**config.mk**
```make
export PLATFORM = sky130hd
export DESIGN_NAME = irq_word_agg
export DESIGN_NICKNAME = d
export VERILOG_FILES = /design/src/rtl/irqw_pkg.sv /design/src/rtl/irqw_edge.sv /design/src/rtl/irqw_bank.sv /design/src/rtl/irqw_out.sv /design/src/rtl/irq_word_agg.sv
export SDC_FILE = /design/constraint.sdc
export NUM_CORES = 1
export LEC_CHECK = 0
export ABC_AREA = 1
export BUFFER_PORTS_ARGS = -buffer_cell sky130_fd_sc_hd__buf_2
export CAP_MARGIN = 20
export CORE_MARGIN = 2
export CORE_UTILIZATION = 35
export DETAILED_ROUTE_END_ITERATION = 10
export GPL_TIMING_DRIVEN = 0
export PLACE_DENSITY = 0.75
export SYNTH_ARGS = -nofsm -noshare
export SYNTH_HDL_FRONTEND = slang
export SYNTH_SLANG_ARGS = --single-unit
export TNS_END_PERCENT = 5
```
**constraint.sdc**
```tcl
create_clock -name clk -period 0.8 [get_ports clk]
set_input_delay 0.2 -clock clk [delete_from_list [all_inputs] [get_ports clk]]
set_output_delay 0.2 -clock clk [all_outputs]
set_load 0.01 [all_outputs]
```
**src/rtl/irqw_pkg.sv**
```systemverilog
package irqw_pkg;
  localparam int REG_W  = 32;
  localparam int STAT_SHIFT = 16;
endpackage

```
**src/rtl/irqw_edge.sv**
```systemverilog
module irqw_edge #(
  parameter int W = 7
) (
  input  logic         clk,
  input  logic         rst_n,
  input  logic [W-1:0] lvl_i,
  output logic [W-1:0] rise_o
);
  logic [W-1:0] hist_q;

  always_ff @(posedge clk or negedge rst_n) begin
    if (!rst_n) hist_q <= '0;
    else        hist_q <= lvl_i;
  end

  assign rise_o = lvl_i & ~hist_q;
endmodule

```
**src/rtl/irqw_bank.sv**
```systemverilog
module irqw_bank #(
  parameter int W = 7
) (
  input  logic         clk,
  input  logic         rst_n,
  input  logic [W-1:0] rise_i,
  input  logic         wr_en,
  input  logic [W-1:0] wr_mask,
  input  logic [W-1:0] wr_clr,
  output logic [W-1:0] mask_q,
  output logic [W-1:0] pend_q
);
  logic [W-1:0] clr_eff;
  assign clr_eff = wr_en ? wr_clr : '0;

  always_ff @(posedge clk or negedge rst_n) begin
    if (!rst_n) begin
      mask_q <= '0;
      pend_q <= '0;
    end else begin
      if (wr_en) mask_q <= wr_mask;
      pend_q <= (pend_q & ~clr_eff) | rise_i;
    end
  end


  set_wins_chk: assert property (@(posedge clk) disable iff (!rst_n)
    (|rise_i) |=> ((pend_q & $past(rise_i)) == $past(rise_i)));


  clear_done_chk: assert property (@(posedge clk) disable iff (!rst_n)
    (wr_en && ((wr_clr & ~rise_i) != '0)) |=> ((pend_q & $past(wr_clr & ~rise_i)) == '0));


  pend_hold_chk: assert property (@(posedge clk) disable iff (!rst_n)
    (!wr_en) |=> ((pend_q & $past(pend_q)) == $past(pend_q)));


  mask_load_chk: assert property (@(posedge clk) disable iff (!rst_n)
    wr_en |=> (mask_q == $past(wr_mask)));
endmodule

```
**src/rtl/irqw_out.sv**
```systemverilog
module irqw_out #(
  parameter int W = 7
) (
  input  logic         clk,
  input  logic         rst_n,
  input  logic [W-1:0] mask_i,
  input  logic [W-1:0] pend_i,
  output logic         irq_o
);
  always_ff @(posedge clk or negedge rst_n) begin
    if (!rst_n) irq_o <= 1'b0;
    else        irq_o <= |(mask_i & pend_i);
  end
endmodule

```
**src/rtl/irq_word_agg.sv**
```systemverilog
module irq_word_agg #(
  parameter int NUM_SRC  = 7,
  parameter int BASE_BIT = 0
) (
  input  logic               clk,
  input  logic               rst_n,
  input  logic [NUM_SRC-1:0] src_i,
  input  logic               wr_en,
  input  logic [31:0]        wr_data,
  output logic [31:0]        rd_data,
  output logic               irq_o
);
  import irqw_pkg::*;

  localparam int PEND_LO = STAT_SHIFT + BASE_BIT;

  initial begin
    if (NUM_SRC < 1 || NUM_SRC + BASE_BIT > STAT_SHIFT)
      $error("irq_word_agg: field does not fit in the low half");
  end

  logic [NUM_SRC-1:0] rise, mask_q, pend_q;

  irqw_edge #(.W(NUM_SRC)) u_edge (
    .clk(clk), .rst_n(rst_n), .lvl_i(src_i), .rise_o(rise)
  );

  irqw_bank #(.W(NUM_SRC)) u_bank (
    .clk(clk), .rst_n(rst_n), .rise_i(rise), .wr_en(wr_en),
    .wr_mask(wr_data[BASE_BIT +: NUM_SRC]),
    .wr_clr(wr_data[PEND_LO +: NUM_SRC]),
    .mask_q(mask_q), .pend_q(pend_q)
  );

  irqw_out #(.W(NUM_SRC)) u_out (
    .clk(clk), .rst_n(rst_n), .mask_i(mask_q), .pend_i(pend_q), .irq_o(irq_o)
  );

  always_comb begin
    rd_data = '0;
    rd_data[BASE_BIT +: NUM_SRC] = mask_q;
    rd_data[PEND_LO +: NUM_SRC]  = pend_q;
  end


  irq_follow_chk: assert property (@(posedge clk) disable iff (!rst_n)
    1'b1 |=> (irq_o == $past(|(rd_data[BASE_BIT +: NUM_SRC] & rd_data[PEND_LO +: NUM_SRC]))));


  masked_quiet_chk: assert property (@(posedge clk) disable iff (!rst_n)
    (rd_data[BASE_BIT +: NUM_SRC] == '0) |=> !irq_o);
endmodule

```
* Word level (Yosys, flattened, before mapping) *
Cells that the tools add are included.

word-level totals
  register bits after elaboration = 22
  bits of input ports = 42
  output and inout port bits = 33
  logic and storage cells = 12

operators by class
  muxes and demuxes = 1
  bitwise gates (word level) = 6
  reductions and logical operators = 1

operator list
  kind                number
  7-bit AND           3
  7-bit NOT           2
  7-bit two-way mux   1
  7-bit bitwise OR    1
  7-bit OR reduction  1

* Logic depth before layout (Yosys ltp) *
Gate-level depths: netlist (run 1).

  word-level depth = 4
  gate-level depth with buffers = 4
  depth with buffers taken out = 4

* Cells and area by module *
Synthesis (run 1) repeated with hierarchy kept, for this count alone.

second synthesis, totals
  cell total of the unflattened synthesis = 120
  area total of the unflattened synthesis = 1,038.5 µm²

modules (own cells, without submodules)
  module        instances  cells each  area an instance (µm²)  sequential area each (µm²)
  irqw_bank     1          65          576.8                   350.3
  irqw_edge     1          21          245.2                   175.2
  irq_word_agg  1          19          138.9                   0.0
  irqw_out      1          15          77.6                    25.0

* Least setup slack after synthesis (run 1) *
No wires, ideal clock.

  path kind = reg2reg
  start = reg u_bank.mask_q[4]
  end = reg u_out.irq_o
  setup time = 0.119 ns
  arrival = 0.649 ns
  required time = 0.681 ns
  path slack = 0.033 ns
  stages on the path, launching flop included = 5
  buffers on the path = 0
  period minus slack after synthesis = 0.767 ns
  path through = dfrtp_1 -> nand2_1 -> nand2_1 -> nor2_1 -> nand2_1

on the way
  word-level cells in the longest chain between the ends = 2

RTL lines
  what                      RTL line         RTL
  start: declaration        irqw_bank.sv:10  output logic [W-1:0] mask_q,
  start signal: assignment  irqw_bank.sv:21  if (wr_en) mask_q <= wr_mask;
  7-bit AND                 irqw_out.sv:12   else irq_o <= |(mask_i & pend_i);
  7-bit OR reduction        irqw_out.sv:12
  end signal: assignment    irqw_out.sv:12
  end: declaration          irqw_out.sv:8    output logic irq_o

Every way passes these cells.
A chain may end at the register's enable or synchronous reset.

* Final worst setup path (run 1) *
  start = reg u_bank.pend_q[0]
  end = out rd_data[16]

RTL lines
  what                      RTL line            RTL
  start: declaration        irqw_bank.sv:11     output logic [W-1:0] pend_q
  start signal: assignment  irqw_bank.sv:22     pend_q <= (pend_q & ~clr_eff) | rise_i;
  end: declaration          irq_word_agg.sv:10  output logic [31:0] rd_data,

No word-level cell between the ends.

==> flow_summary.json, run 1 <==
{
  "status": "complete, but fails checks",
  "violations": "negative setup slack",
  "p_per_area_mw_per_mm2": 1640,
  "fmax_mhz": 945,
  "fin_worst_skew_ps": 0.775,
  "grt_pass1_wl_um": 2710,
  "htreeDepth": 1,
  "path_cells": "buf_2",
  "gp_congestion": 0.685,
  "area_growth_pct": 42.0,
  "port_buffers": 38,
  "end_kind": "primary output",
  "maxSlewViolCount": 0,
  "remaining_drc_errors": 0,
  "fp.dieW_um": 56.5,
  "start_util": 0.360,
  "antenna_found_initial": 0,
  "final_net_count": 216,
  "synth_area_um2": 966,
  "clkTransAtPathRegs_ps": 110,
  "yosys_warnings": 0,
  "drt-total-wl_um": 1710,
  "fin_crit_sh": 1.32,
  "rsz0062_at_grt": "yes",
  "overflow": 0,
  "first_iter_violations": 2,
  "yosysSeqAreaShare": 0.570,
  "rows": 19,
  "critPathLaunchType": "flip-flop",
  "peakVddDrop_uv": 1220,
  "insertion_delay_ps": 300,
  "dr.pass1.iters": 4,
  "fin_ws_ps": -259,
  "instances_no_fill": 203,
  "cts-root-buf": "clkbuf_4",
  "antenna_left": 0,
  "n_antenna_cell": 0,
  "grt_use_total": 0.108,
  "min_path_type": "input port to flip-flop",
  "power_mw": 2.25,
  "core_area_mm2": 0.00269,
  "dp_hpwl_um": 1310,
  "drive_gt1_frac": 0.378,
  "dpl.cell_count": 192,
  "fp.dieH_um": 56.5,
  "cts.sinks": 22,
  "critical_path.top_delay_family": "flip-flops",
  "grt_pass1_vias": 661,
  "critical_path.max_stage_delay_ps": 420,
  "ys_ff_latch": 22,
  "critPathBufInv": 1,
  "grt_start_max_net_pins": 23,
  "die_area_mm2": 0.00320,
  "critPathKind": "flip-flop to primary output",
  "cts_buffers": 3,
  "ioPinCount": 75,
  "cts.path.max_buffers": 2,
  "synthCells": 106,
  "maxCapViolCount": 0,
  "leakage_nw": 0.810,
  "vias": 776,
  "wl_per_cell_um": 8.41,
  "path_max_fanout": 3,
  "setup_viol": 16,
  "syn_area_per_cell_um2": 9.11,
  "fin_hold_ws_ps": 16.1,
  "required_ps": 600,
  "final-hold-violation-count": 0,
  "vias_per_cell": 3.82,
  "synth_cell_types": 9,
  "final_util": 0.510,
  "crit_slowest_cell": "dfrtp_1",
  "cts_tree": "done",
  "arrival_ps": 860,
  "fin_crit_ps": 1060
}
layout by cell type (no fill, tap or decap), drive strengths merged:
| cell | instances |
|---|---|
| buf | 60 |
| clkbuf | 4 |
| conb | 18 |
| dfrtp | 22 |
| dlygate4sd3 | 5 |
| inv | 15 |
| nand2 | 32 |
| nor2 | 2 |
| o21ai | 14 |
power breakdown:
part	leakage [nW]	internal [mW]	switching [mW]
clock network	0.0138	0.175	0.298
registers	0.255	1.21	0.0606
logic	0.541	0.262	0.245
total	0.810	1.65	0.604
Yosys cell counts:
cell type | n | area, um2
buf_4 | 18 | 135
buf_6 | 2 | 22.5
conb_1 | 1 | 3.75
dfrtp_1 | 22 | 551
inv_1 | 15 | 56.3
nand2_1 | 32 | 120
nor2_1 | 2 | 7.51
o21ai_0 | 8 | 40.0
o21ai_1 | 6 | 30.0
per-stage QoR:
step	setup TNS, ps	instance area, um2	worst slack, ps
global route	-4390	1370	-292
detailed placement	0	1260	11.3
finish	-3720	1370	-259
global placement	0	1260	17.3
CTS	-3940	1300	-266
floorplan	0	1030	32.7
layout make-up:
| cell class | instances | area, um2 |
|---|---|---|
| buffer | 20 | 158 |
| sequential | 22 | 551 |
| tap | 31 | 38.8 |
| fill | 261 | 1320 |
| clock buffer | 3 | 22.5 |
| multi-input combinational | 66 | 268 |
| timing repair buffer | 46 | 278 |
| inverter | 15 | 56.3 |
flip-flops by register name (all words and copies together), names as in the netlist:
| register | cells |
|---|---|
| u_bank.mask_q | 7 |
| u_bank.pend_q | 7 |
| u_edge.hist_q | 7 |
| u_out.irq_o | 1 |
worst paths after layout:
kind	cells after the start	slack, ps	to	startpoint
min in group asynchronous	2	360	u_bank.mask_q[6]$_DFFE_PN0P_	rst_n
min reg2reg	1	410	u_bank.pend_q[1]$_DFF_PN0_	u_edge.hist_q[1]$_DFF_PN0_
min	1	20	u_edge.hist_q[4]$_DFF_PN0_	src_i[4]
max in group asynchronous	2	220	u_edge.hist_q[5]$_DFF_PN0_	rst_n
max	1	-260	rd_data[16]	u_bank.pend_q[0]$_DFF_PN0_
max reg2reg	5	-70	u_out.irq_o$_DFF_PN0_	u_bank.mask_q[3]$_DFFE_PN0P_
cell families after synthesis:
logic type	synth area share
buffers and inverters	0.221
AND/OR/NAND/NOR	0.132
flip-flops	0.570
AO/OA/AOI/OAI	0.0725
other	0.00388
layer usage:
layer | global-route usage | routed length [um] | up-vias | share of wire
met1 | 0.138 | 733 | 322 | 0.43
li1 | - | - | 412 | -
met5 | 0 | 0 | - | 0
met3 | 0.0184 | 149 | 3 | 0.087
met4 | 0.0510 | 21 | 0 | 0.012
met2 | 0.178 | 804 | 39 | 0.47
what timing repair did:
item / 4_1_cts / 5_1_grt
hold endpoints to repair: 22 / 4
gates resized for setup: 0 / 4
hold buffers: 1 / 4
endpoints found under the setup margin: 16 / 38
buffers inserted: 1 / 2
Power figures use the tool's default switching activity.
==> run 2: changes to the inputs <==
--- a/config.mk
+++ b/config.mk
@@ -5,14 +5,14 @@
 export SDC_FILE = /design/constraint.sdc
 export NUM_CORES = 1
 export LEC_CHECK = 0
-export ABC_AREA = 1
+export ABC_AREA = 0
 export BUFFER_PORTS_ARGS = -buffer_cell sky130_fd_sc_hd__buf_2
 export CAP_MARGIN = 20
-export CORE_MARGIN = 2
-export CORE_UTILIZATION = 35
+export CORE_MARGIN = 3
+export CORE_UTILIZATION = 34
 export DETAILED_ROUTE_END_ITERATION = 10
 export GPL_TIMING_DRIVEN = 0
-export PLACE_DENSITY = 0.75
+export PLACE_DENSITY = 0.74
 export SYNTH_ARGS = -nofsm -noshare
 export SYNTH_HDL_FRONTEND = slang
 export SYNTH_SLANG_ARGS = --single-unit
==> run 2 against run 1 <==
  * The flow still finishes with violations (negative setup slack)
  * Register-to-register slack got worse by 130 ps
  * Combinational power rose by 7.5%
  * Sequential cell count did not move
==> flow_summary.json, run 2 <==
{
  "status": "complete, but fails checks",
  "violations": "negative setup slack",
  "cts-root-buf": "clkbuf_4",
  "final_net_count": 185,
  "cts_tree": "done",
  "synth_cell_types": 12,
  "gp_congestion": 0.727,
  "peakVddDrop_uv": 932,
  "arrival_ps": 860,
  "maxSlewViolCount": 0,
  "wl_per_cell_um": 11.7,
  "grt_pass1_wl_um": 3220,
  "clkTransAtPathRegs_ps": 120,
  "fin_crit_ps": 1060,
  "cts_buffers": 3,
  "power_mw": 2.40,
  "dr.pass1.iters": 4,
  "drt-total-wl_um": 2010,
  "fp.dieW_um": 58.4,
  "nFillCells": 232,
  "fp.dieH_um": 58.4,
  "fin_hold_ws_ps": 18.6,
  "die_area_mm2": 0.00341,
  "synth_top_cell_by_area": "dfrtp_1",
  "crit_slowest_cell": "dfrtp_1",
  "ys_ff_latch": 22,
  "ff_latch_area_um2": 551,
  "fin_ws_ps": -255,
  "async_reset_ff_frac": 1.00,
  "grt_pass1_vias": 753,
  "fin_crit_sh": 1.32,
  "antenna_left": 0,
  "p_per_area_mw_per_mm2": 1800,
  "cts.sinks": 22,
  "remaining_drc_errors": 0,
  "setup_viol": 24,
  "critPathBufInv": 1,
  "netlist.area_leader.share": 0.589,
  "synth_ff_type": "dfrtp_1",
  "htreeDepth": 1,
  "reg_top3": "u_bank.mask_q x7, u_bank.pend_q x7, u_edge.hist_q x7",
  "synth.top_cells.by_count": "22 x dfrtp_1, 18 x buf_4, 7 x a22o_1, 7 x inv_1, 7 x nand2_1",
  "yosys_warnings": 0,
  "grt_use_total": 0.119,
  "required_ps": 600,
  "path_max_fanout": 3,
  "maxCapViolCount": 0,
  "min_path_type": "input port to flip-flop",
  "vias_per_cell": 4.08,
  "path_cells": "buf_2",
  "port_buffers": 38,
  "synthCells": 74,
  "antenna_found_initial": 0,
  "end_kind": "primary output",
  "rows": 18,
  "vias": 701,
  "critPathLaunchType": "flip-flop",
  "synth_edf_count": 0,
  "final_common_cell": "buf_2",
  "first_iter_violations": 22,
  "critical_path.top_delay_family": "flip-flops",
  "critical_path.max_stage_delay_ps": 420,
  "cts.path.max_buffers": 2,
  "synth_area_leaders": "dfrtp_1 59%, buf_4 14%, a22o_1 6.6%, mux2_2 4.8%, mux2_4 4.8%",
  "final-hold-violation-count": 0,
  "synth_area_um2": 935,
  "area_growth_pct": 42.8,
  "insertion_delay_ps": 290,
  "ioPinCount": 75,
  "leakage_nw": 0.759,
  "core_area_mm2": 0.00254,
  "final_cell_mix": "37 x buf_2, 26 x buf_4, 22 x dfrtp_1",
  "n_antenna_cell": 0,
  "grt_start_max_net_pins": 23,
  "syn_area_per_cell_um2": 12.6,
  "fmax_mhz": 948,
  "drive_gt1_frac": 0.535,
  "rsz0062_at_grt": "yes",
  "fin_worst_skew_ps": 0.941,
  "yosysMostFrequentCell": "dfrtp_1",
  "multi_input_area_um2": 275,
  "start_util": 0.367,
  "overflow": 0,
  "yosysSeqAreaShare": 0.589,
  "critPathKind": "flip-flop to primary output"
}
[run 2: cell types whose count changed after synthesis]
cell,change
nand2_1,-25
inv_1,-8
o21ai_0,-8
a22o_1,+7
o21ai_1,-6
mux2_2,+4
mux2_4,+3
a22oi_1,+2
nor2_1,-2
a222oi_1,+1
buf_6,-1
nand3_1,+1
[run 2: repair_timing]
item,4_1_cts,5_1_grt
gates resized for setup,0,1
gates cloned,0,0
setup endpoints to repair,16,48
pin swaps,1,3
buffers inserted,7,1
hold endpoints to repair,22,0
hold buffers,1,0
[run 2: cell type report]
| class | count | share of cell area |
|---|---|---|
| sequential | 22 | 0.412 |
| clock buffer | 4 | 0.0272 |
| buffer | 19 | 0.110 |
| multi-input combinational | 43 | 0.206 |
| timing repair buffer | 47 | 0.197 |
| tap | 30 | 0.0281 |
| inverter | 7 | 0.0197 |
[run 2: path summary, 6_finish.rpt]
check,start,cells past startpoint,to,slack (ps)
hold reg to reg,u_bank.pend_q[5]$_DFF_PN0_,1,u_bank.pend_q[5]$_DFF_PN0_,540
setup / recovery,u_bank.pend_q[4]$_DFF_PN0_,1,rd_data[20],-260
hold / removal,src_i[4],1,u_edge.hist_q[4]$_DFF_PN0_,20
setup reg to reg,u_bank.pend_q[4]$_DFF_PN0_,2,u_out.irq_o$_DFF_PN0_,-200
max in group asynchronous,rst_n,2,u_edge.hist_q[0]$_DFF_PN0_,230
min in group asynchronous,rst_n,2,u_edge.hist_q[6]$_DFF_PN0_,350
[run 2: stage by stage]
step                TNS, ps  cells   util  area (um2)  setup WS [ps]
floorplan              -151     91      -         998           -151
global placement      -1470    159  0.482        1230           -186
detailed placement    -1590    159  0.482        1230           -186
CTS                   -4210    171  0.521        1330           -263
global route          -5000    172  0.525        1340           -300
finish                -4130    172  0.525        1340           -255
[run 2: metal layers]
layer / share of wire / track usage / up-vias
met4: 0 / 0.0199 / 0
li1: - / - / 344
met5: 0 / 0 / -
met1: 0.41 / 0.154 / 325
met2: 0.49 / 0.207 / 32
met3: 0.094 / 0.0263 / 0
[run 2: logic make-up after synthesis]
group	count (synthesis)	share of synthesized area
AND/OR/NAND/NOR	8	0.0335
buffers and inverters	26	0.185
multiplexers	7	0.0964
AO/OA/AOI/OAI	10	0.0924
other	1	0.00401
flip-flops	22	0.589
[run 2: where the power goes]
group / leakage, nW / internal, mW / total (mW) / switching, mW
clock: 0.0210 / 0.277 / 0.589 / 0.312
sequential: 0.252 / 1.21 / 1.26 / 0.0543
combinational: 0.486 / 0.301 / 0.545 / 0.244
